===== src/rtl/pcs_pkg.sv =====
package pcs_pkg;

  typedef enum logic [3:0] {
    ST_IDLE    = 4'd0,
    ST_RD_PG   = 4'd1,
    ST_RD_TGT  = 4'd2,
    ST_SWAP    = 4'd3,
    ST_PUSH_RA = 4'd4,
    ST_PUSH_PG = 4'd5,
    ST_POP_PG  = 4'd6,
    ST_POP_RA  = 4'd7,
    ST_FIN     = 4'd8
  } seq_st_e;

endpackage


===== src/rtl/pcs_ctrl.sv =====
module pcs_ctrl
  import pcs_pkg::*;
(
  input  logic    clk,
  input  logic    rst_n,
  input  logic    call_req,
  input  logic    call_indirect,
  input  logic    ret_req,
  output seq_st_e state
);

  seq_st_e state_d;

  always_comb begin
    state_d = state;
    unique case (state)
      ST_IDLE: begin
        if (call_req)     state_d = call_indirect ? ST_RD_PG : ST_SWAP;
        else if (ret_req) state_d = ST_POP_PG;
      end
      ST_RD_PG:   state_d = ST_RD_TGT;
      ST_RD_TGT:  state_d = ST_SWAP;
      ST_SWAP:    state_d = ST_PUSH_RA;
      ST_PUSH_RA: state_d = ST_PUSH_PG;
      ST_PUSH_PG: state_d = ST_FIN;
      ST_POP_PG:  state_d = ST_POP_RA;
      ST_POP_RA:  state_d = ST_FIN;
      ST_FIN:     state_d = ST_IDLE;
      default:    state_d = ST_IDLE;
    endcase
  end

  always_ff @(posedge clk or negedge rst_n) begin
    if (!rst_n) state <= ST_IDLE;
    else        state <= state_d;
  end

  // a started sequence never drops back to idle before its final step
  p_atomic_r7: assert property (@(posedge clk) disable iff (!rst_n)
    (state != ST_IDLE && state != ST_FIN) |=> (state != ST_IDLE))
    else $error("sequence aborted before completion");

endmodule


===== src/rtl/pcs_sp.sv =====
module pcs_sp #(
  parameter int          AW       = 16,
  parameter int          STEP     = 2,
  parameter logic [15:0] SP_RESET = 16'h0200
) (
  input  logic          clk,
  input  logic          rst_n,
  input  logic          push,
  input  logic          pop,
  output logic [AW-1:0] sp_q,
  output logic [AW-1:0] stk_addr
);

  localparam logic [AW-1:0] STEP_V = AW'(STEP);

  logic [AW-1:0] sp_d;
  logic          sp_en;

  always_comb begin
    sp_en = push | pop;
    sp_d  = sp_q;
    if (push)     sp_d = sp_q - STEP_V;
    else if (pop) sp_d = sp_q + STEP_V;
  end

  // pre-decrement for pushes, post-increment for pops
  assign stk_addr = push ? (sp_q - STEP_V) : sp_q;

  always_ff @(posedge clk or negedge rst_n) begin
    if (!rst_n)     sp_q <= AW'(SP_RESET);
    else if (sp_en) sp_q <= sp_d;
  end

  p_push_step_r3: assert property (@(posedge clk) disable iff (!rst_n)
    push |=> (sp_q == $past(sp_q) - STEP_V))
    else $error("push did not lower the stack pointer by one step");

  p_pop_step_r6: assert property (@(posedge clk) disable iff (!rst_n)
    pop |=> (sp_q == $past(sp_q) + STEP_V))
    else $error("pop did not raise the stack pointer by one step");

endmodule


===== src/rtl/pcs_xlate.sv =====
module pcs_xlate #(
  parameter int AW      = 16,
  parameter int PAGE_W  = 8,
  parameter int WIN_W   = 14,
  parameter int WIN_SEL = 2
) (
  input  logic [AW-1:0]           laddr,
  input  logic [PAGE_W-1:0]       page,
  output logic                    hit,
  output logic [PAGE_W+WIN_W-1:0] paddr
);

  localparam int SEL_W  = AW - WIN_W;
  localparam int PHYS_W = PAGE_W + WIN_W;

  assign hit = (laddr[AW-1:WIN_W] == SEL_W'(WIN_SEL));

  generate
    if (PHYS_W > AW) begin : g_pad
      always_comb begin
        if (hit) paddr = {page, laddr[WIN_W-1:0]};
        else     paddr = {{(PHYS_W-AW){1'b0}}, laddr};
      end
    end else begin : g_trunc
      always_comb begin
        if (hit) paddr = {page, laddr[WIN_W-1:0]};
        else     paddr = laddr[PHYS_W-1:0];
      end
    end
  endgenerate

endmodule


===== src/rtl/paged_call_seq.sv =====
module paged_call_seq
  import pcs_pkg::*;
#(
  parameter int          AW       = 16,
  parameter int          PAGE_W   = 8,
  parameter int          WIN_W    = 14,
  parameter int          WIN_SEL  = 2,
  parameter int          LEN_W    = 3,
  parameter int          STEP     = 2,
  parameter logic [15:0] SP_RESET = 16'h0200
) (
  input  logic                    clk,
  input  logic                    rst_n,
  input  logic                    call_req,
  input  logic                    call_indirect,
  input  logic                    ret_req,
  input  logic [PAGE_W-1:0]       call_page,
  input  logic [AW-1:0]           call_target,
  input  logic [AW-1:0]           ptr_addr,
  input  logic [AW-1:0]           cur_pc,
  input  logic [LEN_W-1:0]        instr_len,
  output logic                    mem_rd_req,
  output logic [AW-1:0]           mem_rd_addr,
  input  logic [AW-1:0]           mem_rd_data,
  output logic                    stk_we,
  output logic                    stk_re,
  output logic [AW-1:0]           stk_addr,
  output logic [AW-1:0]           stk_wdata,
  input  logic [AW-1:0]           stk_rdata,
  output logic [PAGE_W-1:0]       page_o,
  output logic [AW-1:0]           sp_o,
  output logic [AW-1:0]           fetch_addr,
  output logic [PAGE_W+WIN_W-1:0] phys_fetch,
  output logic                    win_hit,
  output logic                    refill,
  output logic                    busy,
  output logic                    done,
  output logic                    irq_block
);

  localparam logic [AW-1:0] ONE_V = AW'(1);
  localparam logic [AW-1:0] STEP_V = AW'(STEP);

  // reset: asserted asynchronously, released on the clock
  logic rst_s1, rst_s2, rst_int_n;

  always_ff @(posedge clk or negedge rst_n) begin
    if (!rst_n) begin
      rst_s1 <= 1'b0;
      rst_s2 <= 1'b0;
    end else begin
      rst_s1 <= 1'b1;
      rst_s2 <= rst_s1;
    end
  end
  assign rst_int_n = rst_s2;

  seq_st_e state;

  pcs_ctrl u_ctrl (
    .clk           (clk),
    .rst_n         (rst_int_n),
    .call_req      (call_req),
    .call_indirect (call_indirect),
    .ret_req       (ret_req),
    .state         (state)
  );

  logic push, pop;
  assign push = (state == ST_PUSH_RA) || (state == ST_PUSH_PG);
  assign pop  = (state == ST_POP_PG)  || (state == ST_POP_RA);

  pcs_sp #(.AW(AW), .STEP(STEP), .SP_RESET(SP_RESET)) u_sp (
    .clk      (clk),
    .rst_n    (rst_int_n),
    .push     (push),
    .pop      (pop),
    .sp_q     (sp_o),
    .stk_addr (stk_addr)
  );

  // datapath registers
  logic [PAGE_W-1:0] page_q, page_d;
  logic [PAGE_W-1:0] tmp_q,  tmp_d;
  logic [PAGE_W-1:0] npg_q,  npg_d;
  logic [AW-1:0]     tgt_q,  tgt_d;
  logic [AW-1:0]     ptr_q,  ptr_d;
  logic [AW-1:0]     ra_q,   ra_d;
  logic [AW-1:0]     fch_q,  fch_d;
  logic              op_en, page_en, tmp_en, fch_en;

  always_comb begin
    npg_d   = npg_q;
    tgt_d   = tgt_q;
    ptr_d   = ptr_q;
    ra_d    = ra_q;
    tmp_d   = tmp_q;
    page_d  = page_q;
    fch_d   = fch_q;
    op_en   = 1'b0;
    page_en = 1'b0;
    tmp_en  = 1'b0;
    fch_en  = 1'b0;
    unique case (state)
      ST_IDLE: begin
        op_en = call_req;
        npg_d = call_page;
        tgt_d = call_target;
        ptr_d = ptr_addr;
        ra_d  = cur_pc + AW'(instr_len);
      end
      ST_RD_PG: begin
        op_en = 1'b1;
        npg_d = mem_rd_data[PAGE_W-1:0];
      end
      ST_RD_TGT: begin
        op_en = 1'b1;
        tgt_d = mem_rd_data;
      end
      ST_SWAP: begin
        tmp_en  = 1'b1;
        tmp_d   = page_q;
        page_en = 1'b1;
        page_d  = npg_q;
      end
      ST_PUSH_PG: begin
        fch_en = 1'b1;
        fch_d  = tgt_q;
      end
      ST_POP_PG: begin
        page_en = 1'b1;
        page_d  = stk_rdata[PAGE_W-1:0];
      end
      ST_POP_RA: begin
        fch_en = 1'b1;
        fch_d  = stk_rdata;
      end
      default: ;
    endcase
  end

  always_ff @(posedge clk or negedge rst_int_n) begin
    if (!rst_int_n) begin
      npg_q  <= '0;
      tgt_q  <= '0;
      ptr_q  <= '0;
      ra_q   <= '0;
      tmp_q  <= '0;
      page_q <= '0;
      fch_q  <= '0;
    end else begin
      if (op_en) begin
        npg_q <= npg_d;
        tgt_q <= tgt_d;
        ptr_q <= ptr_d;
        ra_q  <= ra_d;
      end
      if (tmp_en)  tmp_q  <= tmp_d;
      if (page_en) page_q <= page_d;
      if (fch_en)  fch_q  <= fch_d;
    end
  end

  // memory and stack port strobes
  always_comb begin
    mem_rd_req  = (state == ST_RD_PG) || (state == ST_RD_TGT);
    mem_rd_addr = (state == ST_RD_TGT) ? (ptr_q + ONE_V) : ptr_q;
    stk_we      = push;
    stk_re      = pop;
    stk_wdata   = (state == ST_PUSH_PG) ? {{(AW-PAGE_W){1'b0}}, tmp_q} : ra_q;
  end

  assign page_o     = page_q;
  assign fetch_addr = fch_q;
  assign busy       = (state != ST_IDLE);
  assign done       = (state == ST_FIN);
  assign refill     = done;
  assign irq_block  = busy;

  pcs_xlate #(.AW(AW), .PAGE_W(PAGE_W), .WIN_W(WIN_W), .WIN_SEL(WIN_SEL)) u_xlate (
    .laddr (fch_q),
    .page  (page_q),
    .hit   (win_hit),
    .paddr (phys_fetch)
  );

  // the second push carries the page that was current before the swap
  p_old_page_r3: assert property (@(posedge clk) disable iff (!rst_int_n)
    (state == ST_PUSH_PG) |-> (stk_wdata[PAGE_W-1:0] == $past(page_q, 2)))
    else $error("stacked page is not the pre-call page");

  // done is a single-cycle pulse ending a busy stretch
  p_done_pulse_r4: assert property (@(posedge clk) disable iff (!rst_int_n)
    done |=> !done)
    else $error("done held longer than one cycle");

  // a return leaves the stack pointer two steps higher
  p_ret_sp_r6: assert property (@(posedge clk) disable iff (!rst_int_n)
    (done && $past(state, 2) == ST_POP_PG) |-> (sp_o == $past(sp_o, 2) + STEP_V + STEP_V))
    else $error("return did not release two stack slots");

  // one stack access per cycle, none outside a sequence
  p_one_stk_op_r10: assert property (@(posedge clk) disable iff (!rst_int_n)
    !(stk_we && stk_re))
    else $error("stack read and write in the same cycle");

  p_stk_quiet_r10: assert property (@(posedge clk) disable iff (!rst_int_n)
    !busy |-> (!stk_we && !stk_re && !mem_rd_req))
    else $error("stack or memory strobe while idle");

endmodule


===== config.mk =====
export PLATFORM = sky130hd
export DESIGN_NAME = paged_call_seq
export DESIGN_NICKNAME = d
export VERILOG_FILES = /design/src/rtl/pcs_pkg.sv /design/src/rtl/pcs_ctrl.sv /design/src/rtl/pcs_sp.sv /design/src/rtl/pcs_xlate.sv /design/src/rtl/paged_call_seq.sv
export SDC_FILE = /design/constraint.sdc
export NUM_CORES = 1
export LEC_CHECK = 0
export CAP_MARGIN = 10
export CORE_AREA = 2 2 116 118
export CTS_CLUSTER_SIZE = 10
export DETAILED_ROUTE_END_ITERATION = 8
export DIE_AREA = 0 0 118 120
export PLACE_DENSITY = 0.95
export SLEW_MARGIN = 20
export SYNTH_ARGS = -nofsm -noshare
export SYNTH_HDL_FRONTEND = slang
export SYNTH_SLANG_ARGS = --single-unit
export TNS_END_PERCENT = 10

===== constraint.sdc =====
create_clock -name clk -period 10 [get_ports clk]
set_input_delay 2 -clock clk [delete_from_list [all_inputs] [get_ports clk]]
set_output_delay 2 -clock clk [all_outputs]
set_load 0.05 [all_outputs]

## Word-level counts from Yosys, hierarchy flattened

Cells that the tools add are included.
Widths: inputs -> output; s select.

- $add $sub $neg: 4
- Equal/unequal tests: 10
- Multiplexer cells: 18
- Bitwise logic cells: 1
- Reduce and logical (&&, ||, !) cells: 20

Operators with widths:

| cell | number |
|---|---|
| $mux 16 | 5 |
| $pmux 16 s2 | 2 |
| $pmux 8 s2 | 2 |
| $pmux 4 s7 | 1 |
| $mux 22 | 1 |
| $add 16x1->16 const B | 1 |
| $add 16x2->16 const B | 1 |
| $add 16x3->16 | 1 |
| $eq 4x3->1 const B | 4 |
| $sub 16x2->16 const B | 1 |
| $reduce_and 2->1 | 7 |
| $reduce_bool 2->1 | 5 |
| $eq 4x2->1 const B | 2 |
| $mux 4 | 2 |
| $reduce_or 2->1 | 3 |
| $eq 4x1->1 const B | 1 |
| $eq 4x4->1 const B | 1 |
| $logic_not 4->1 | 1 |
| $reduce_bool 4->1 | 1 |
| $logic_or 1x1->1 | 3 |
| $mux 1 | 3 |
| $ne 3x3->1 const B | 1 |
| $eq 2x2->1 const B | 1 |
| $mux 2 | 1 |
| 2 further kinds | 2 |

- Register bits: 110
- Input bits: 96
- Output and inout port bits: 118
- Word-level logic and storage cells: 64

## Logic depth before layout (Yosys ltp)

- Depth in word-level cells: 4
- Mapped depth: 8

## Modules after synthesis

From an unflattened synthesis, not the netlist that was laid out.

- Cells, all modules: 616
- Area, all modules: 6308.6 um2

By module, submodules not included:

| module | instances | cells each | area an instance (um2) | sequential area each (um2) |
|---|---|---|---|---|
| paged_call_seq | 1 | 450 | 4820.9 | 2252.2 |
| pcs_sp | 1 | 126 | 1122.3 | 376.6 |
| pcs_ctrl | 1 | 17 | 185.2 | 100.1 |
| pcs_xlate | 1 | 23 | 180.2 | 0.0 |

## Worst setup path after synthesis

No wires, ideal clock.

- Kind: register -> output
- Start: reg u_ctrl.state[1]
- End: out refill
- Arrival: 3212 ps
- Data required time: 8000 ps
- Slack: 4788 ps
- Stages on the path, launching flop included: 6
- Path buffers: 4
- Path through: dfrtp_1 -> buf_2 -> buf_1 -> buf_1 -> nor4b_1 -> buf_4

- Cells in the longest elaborated chain, start to end: 1

Ends and longest elaborated chain:

| what | RTL line | RTL |
|---|---|---|
| start, declared | pcs_ctrl.sv:9 | `output seq_st_e state` |
| start signal, assigned | pcs_ctrl.sv:35 | `else state <= state_d;` |
| $eq 4x4->1 | paged_call_seq.sv:176 | `assign done = (state == ST_FIN);` |
| end, declared | paged_call_seq.sv:35 | `output logic refill,` |

Every way passes these cells.

## Final worst setup path

- Start: reg u_ctrl.state[1]
- End: out mem_rd_addr[12]

- Cells in the longest elaborated chain, start to end: 2

Ends and longest elaborated chain:

| what | RTL line | RTL |
|---|---|---|
| $eq 4x2->1 | paged_call_seq.sv:167 | `mem_rd_addr = (state == ST_RD_TGT) ? (ptr_q + ONE_V) : ptr_q;` |
| $mux 16 | paged_call_seq.sv:167 |  |
| end, declared | paged_call_seq.sv:23 | `output logic [AW-1:0] mem_rd_addr,` |

Every way passes these cells.

==> metrics.json <==
{
  "cp.arrival_ns": 3.67,
  "grt_use_total": 0.238,
  "power.share.combinational": 0.609,
  "end_kind": "output port",
  "crit_start": "u_ctrl.state[1]",
  "share_of_the_clock_period_used_by_the_worst_path": 0.567,
  "register_to_register_path_setup_slack_ns": 7.44,
  "grt_antenna_before_repair": 0,
  "fillers": 1013,
  "place_inst": 990,
  "relSlewSlack": 0.352,
  "status": "finished clean",
  "rsz0062_at_grt": "no",
  "number_of_global_route_vias_before_repair": 5188,
  "synth_largest_type_area_fraction": 0.449,
  "die_area_um2": 14200,
  "post_cts_resized": 0,
  "nNetsFinal": 930,
  "port_buffers": 211,
  "tritoncts": "yes",
  "routed_wire_length_per_instance_um": 16.6,
  "stdcell_area_um2": 8480,
  "worst_ir_drop_vdd_mv": 0.272,
  "p_sw_mw": 1.75,
  "flops_latches_synth": 109,
  "max_capacitance_violation_count": 0,
  "synth_flop_cell": "sky130_fd_sc_hd__dfrtp_1",
  "cts_sinks": 109,
  "post_synth_instance_area_um2": 6020,
  "post_cts.repair.setup_buffers": 0,
  "dr.first_iter.drc_count": 374,
  "number_of_buffers_and_inverters_on_the_critical_path": 1,
  "cell_with_the_biggest_individual_delay_on_the_critical_path": "sky130_fd_sc_hd__dfrtp_2",
  "yosysSeqAreaShare": 0.453,
  "die-width_um": 118,
  "cts_max_path_buffers": 2,
  "skew_ns": 0.0125,
  "weighted_congestion_reported_at_the_end_of_routability_driven_placement": 0.885,
  "core_um2": 13000,
  "power.share.clock": 0.112,
  "initial_utilization": 0.464,
  "power_report.internal_total_mw": 1.57,
  "worstMarginPinSlew_ns": 0.968,
  "synth_area_leader_cell": "sky130_fd_sc_hd__dfrtp_1",
  "ys_async_sr_fraction": 1.00,
  "multiInputGateArea_um2": 3010,
  "drive_gt1_frac": 0.0614,
  "hold_viol_final": 0,
  "ys_warn_count": 0,
  "clk_transition_reported_paths_ns": 0.08,
  "instances_no_fill": 1006,
  "worstSetupPathDepth": 5,
  "viasPerCell": 5.29,
  "grt_max_degree": 55,
  "timing.critical_path.max_delay_family": "simple AND/OR/NAND/NOR gates",
  "timing.critical_path.slowest_cell_delay_ns": 0.97,
  "crit_path_end": "mem_rd_addr[12]",
  "avgSynthCellArea_um2": 9.29,
  "preCtsSetupSlack_ns": 4.69,
  "cts_inserted_buffers": 9,
  "cts_htree_levels": 3,
  "ys_types": 47,
  "edff_count_synth": 0,
  "area_growth_pct": 40.7,
  "r2r_start": "u_ctrl.state[1]",
  "die_h_um": 120,
  "critPathMaxFanout": 39,
  "clock_root_cell": "sky130_fd_sc_hd__clkbuf_16",
  "ys_top_cells_by_area": "sky130_fd_sc_hd__dfrtp_1, sky130_fd_sc_hd__mux2i_1, sky130_fd_sc_hd__nand2_1, sky130_fd_sc_hd__o21ai_0, sky130_fd_sc_hd__xor2_1",
  "critical_path_required_ns": 8.00,
  "post-dp-hpwl_um": 12200,
  "critPathLaunchType": "flip-flop",
  "num_vias": 5317,
  "timing.setup.critical_path_class": "flip-flop to output port",
  "regToRegEndpoint": "page_o[5]",
  "p_leak_nw": 3.68,
  "antenna_cells_inserted": 0,
  "netlist_instances": 648,
  "postRouteAntennaNets": 0,
  "maxClockFrequency_mhz": 176,
  "synth_most_common_cell": "sky130_fd_sc_hd__nand2_1",
  "drc": 0,
  "final_layout_setup_total_negative_slack_ns": 0,
  "sequential_share_of_power": 0.278,
  "worstPathCellList": "or4b_1 -> or4_4 -> nor2_1 -> xor2_1 -> clkdlybuf4s50_1",
  "boundaryPins": 214,
  "instance_area_at_placement_um2": 8170,
  "post-route-min-period_ns": 5.67,
  "p_sw_frac": 0.527,
  "layout_setup_ws_ns": 4.33,
  "finalSetupViolCount": 0,
  "hold_path.class": "flip-flop to flip-flop",
  "timing.reg2reg.worst_path_depth": 4,
  "worst_skew_pair_later_pin_latency_ns": 0.35,
  "cts.hold.buffers_added": 0,
  "power_density_nw_per_um2": 392,
  "final-max-slew-violation-count": 0,
  "netlist_top_cells_count": "sky130_fd_sc_hd__nand2_1, sky130_fd_sc_hd__dfrtp_1, sky130_fd_sc_hd__o21ai_0, sky130_fd_sc_hd__mux2i_1",
  "wl_um": 16700,
  "final-seq-area_um2": 2730,
  "dr.pass1.iters": 5,
  "rows": 42,
  "first_pass_grt_wire_length_um": 26700,
  "overflow": 0
}
-- area by class of cell --
| class | instances | share of cell area |
|---|---|---|
| Sequential cell | 109 | 0.323 |
| Timing Repair Buffer | 218 | 0.255 |
| Tap cell | 176 | 0.0260 |
| Inverter | 11 | 0.00487 |
| Multi-Input combinational cell | 476 | 0.355 |
| Clock inverter | 7 | 0.00974 |
| Clock buffer | 9 | 0.0266 |
-- how the worst min path moves through the flow --
stage,start,end,slack (ns),cells past startpoint
finish,rst_s1,rst_int_n,0.36,0
global route,rst_s1,rst_int_n,0.37,0
CTS,rst_s1,rst_int_n,0.36,0
detailed placement,rst_s1,rst_int_n,0.34,0
global placement,rst_s1,rst_int_n,0.34,0
floorplan,rst_s1,rst_int_n,0.33,0
-- power groups by stage --
stage / registers (mW) / clock network (mW) / logic, mW
after CTS: 0.925 / 0.382 / 2.04
after detailed placement: 0.928 / 0 / 2.03
after global placement: 0.914 / 0 / 1.98
after floorplan: 1.06 / 0 / 1.23
final: 0.926 / 0.374 / 2.03
after global routing: 0.961 / 0.400 / 2.14
-- metrics by stage --
step / hold slack [ns] / util / total power, mW
floorplan: 0.331 / - / 2.30
global route: 0.371 / 0.653 / 3.50
finish: 0.356 / 0.653 / 3.33
CTS: 0.358 / 0.653 / 3.35
detailed placement: 0.340 / 0.629 / 2.96
global placement: 0.336 / 0.629 / 2.90
-- state kept, by name, summed over array words and instances, names as in the netlist --
name / flops
fetch_addr: 16
npg_q: 8
page_o: 8
ptr_q: 16
ra_q: 16
rst_int_n: 1
rst_s1: 1
tgt_q: 16
tmp_q: 8
u_ctrl.state: 4
u_sp.sp_q: 15
-- cell families after synthesis --
family | Yosys count | synth area share
compound gates | 96 | 0.0875
xor+xnor | 54 | 0.0785
fa+ha+maj | 9 | 0.0199
buf+inv | 64 | 0.0534
flops | 109 | 0.453
mux | 65 | 0.111
other cells | 2 | 0.00125
simple gates | 249 | 0.195
-- cell usage in the layout, fill, tap and decap left out, types with 3 or more instances in the layout --
master / netlist / routed
sky130_fd_sc_hd__clkdlybuf4s50_1: 0 / 211
sky130_fd_sc_hd__nand2_1: 129 / 129
sky130_fd_sc_hd__dfrtp_1: 108 / 106
sky130_fd_sc_hd__o21ai_0: 61 / 61
sky130_fd_sc_hd__mux2i_1: 49 / 49
sky130_fd_sc_hd__nor2_1: 32 / 32
sky130_fd_sc_hd__xor2_1: 32 / 32
sky130_fd_sc_hd__xnor2_1: 22 / 22
sky130_fd_sc_hd__a21oi_1: 19 / 19
sky130_fd_sc_hd__mux2_2: 16 / 16
sky130_fd_sc_hd__nand3_1: 14 / 13
sky130_fd_sc_hd__nand4_1: 12 / 12
sky130_fd_sc_hd__inv_1: 11 / 11
sky130_fd_sc_hd__nor2b_1: 10 / 10
sky130_fd_sc_hd__and2_1: 10 / 10
sky130_fd_sc_hd__nor3_1: 10 / 10
sky130_fd_sc_hd__clkbuf_16: 0 / 9
sky130_fd_sc_hd__ha_1: 8 / 8
sky130_fd_sc_hd__buf_4: 18 / 7
sky130_fd_sc_hd__nand2b_1: 5 / 5
sky130_fd_sc_hd__nor4_1: 6 / 5
sky130_fd_sc_hd__and3_1: 4 / 4
sky130_fd_sc_hd__o22ai_1: 3 / 3
sky130_fd_sc_hd__a2111oi_0: 3 / 3
sky130_fd_sc_hd__conb_1: 2 / 3
sky130_fd_sc_hd__inv_8: 0 / 3
-- routing by layer --
metal	up-vias	part of all wire	global-route usage
met1	2562	0.41	0.290
met5	-	0	0
met2	204	0.51	0.423
met3	23	0.065	0.0594
met4	0	0.017	0.0572
li1	2528	-	-
-- worst register-to-register path, cell delays in order, from the launching register on --
cell	delay, ns
sky130_fd_sc_hd__dfrtp_2	0.97
sky130_fd_sc_hd__nand2_1	0.24
sky130_fd_sc_hd__nor3_4	0.80
sky130_fd_sc_hd__mux2i_1	0.29
sky130_fd_sc_hd__o21ai_0	0.11
Power figures use the tool's default switching activity.
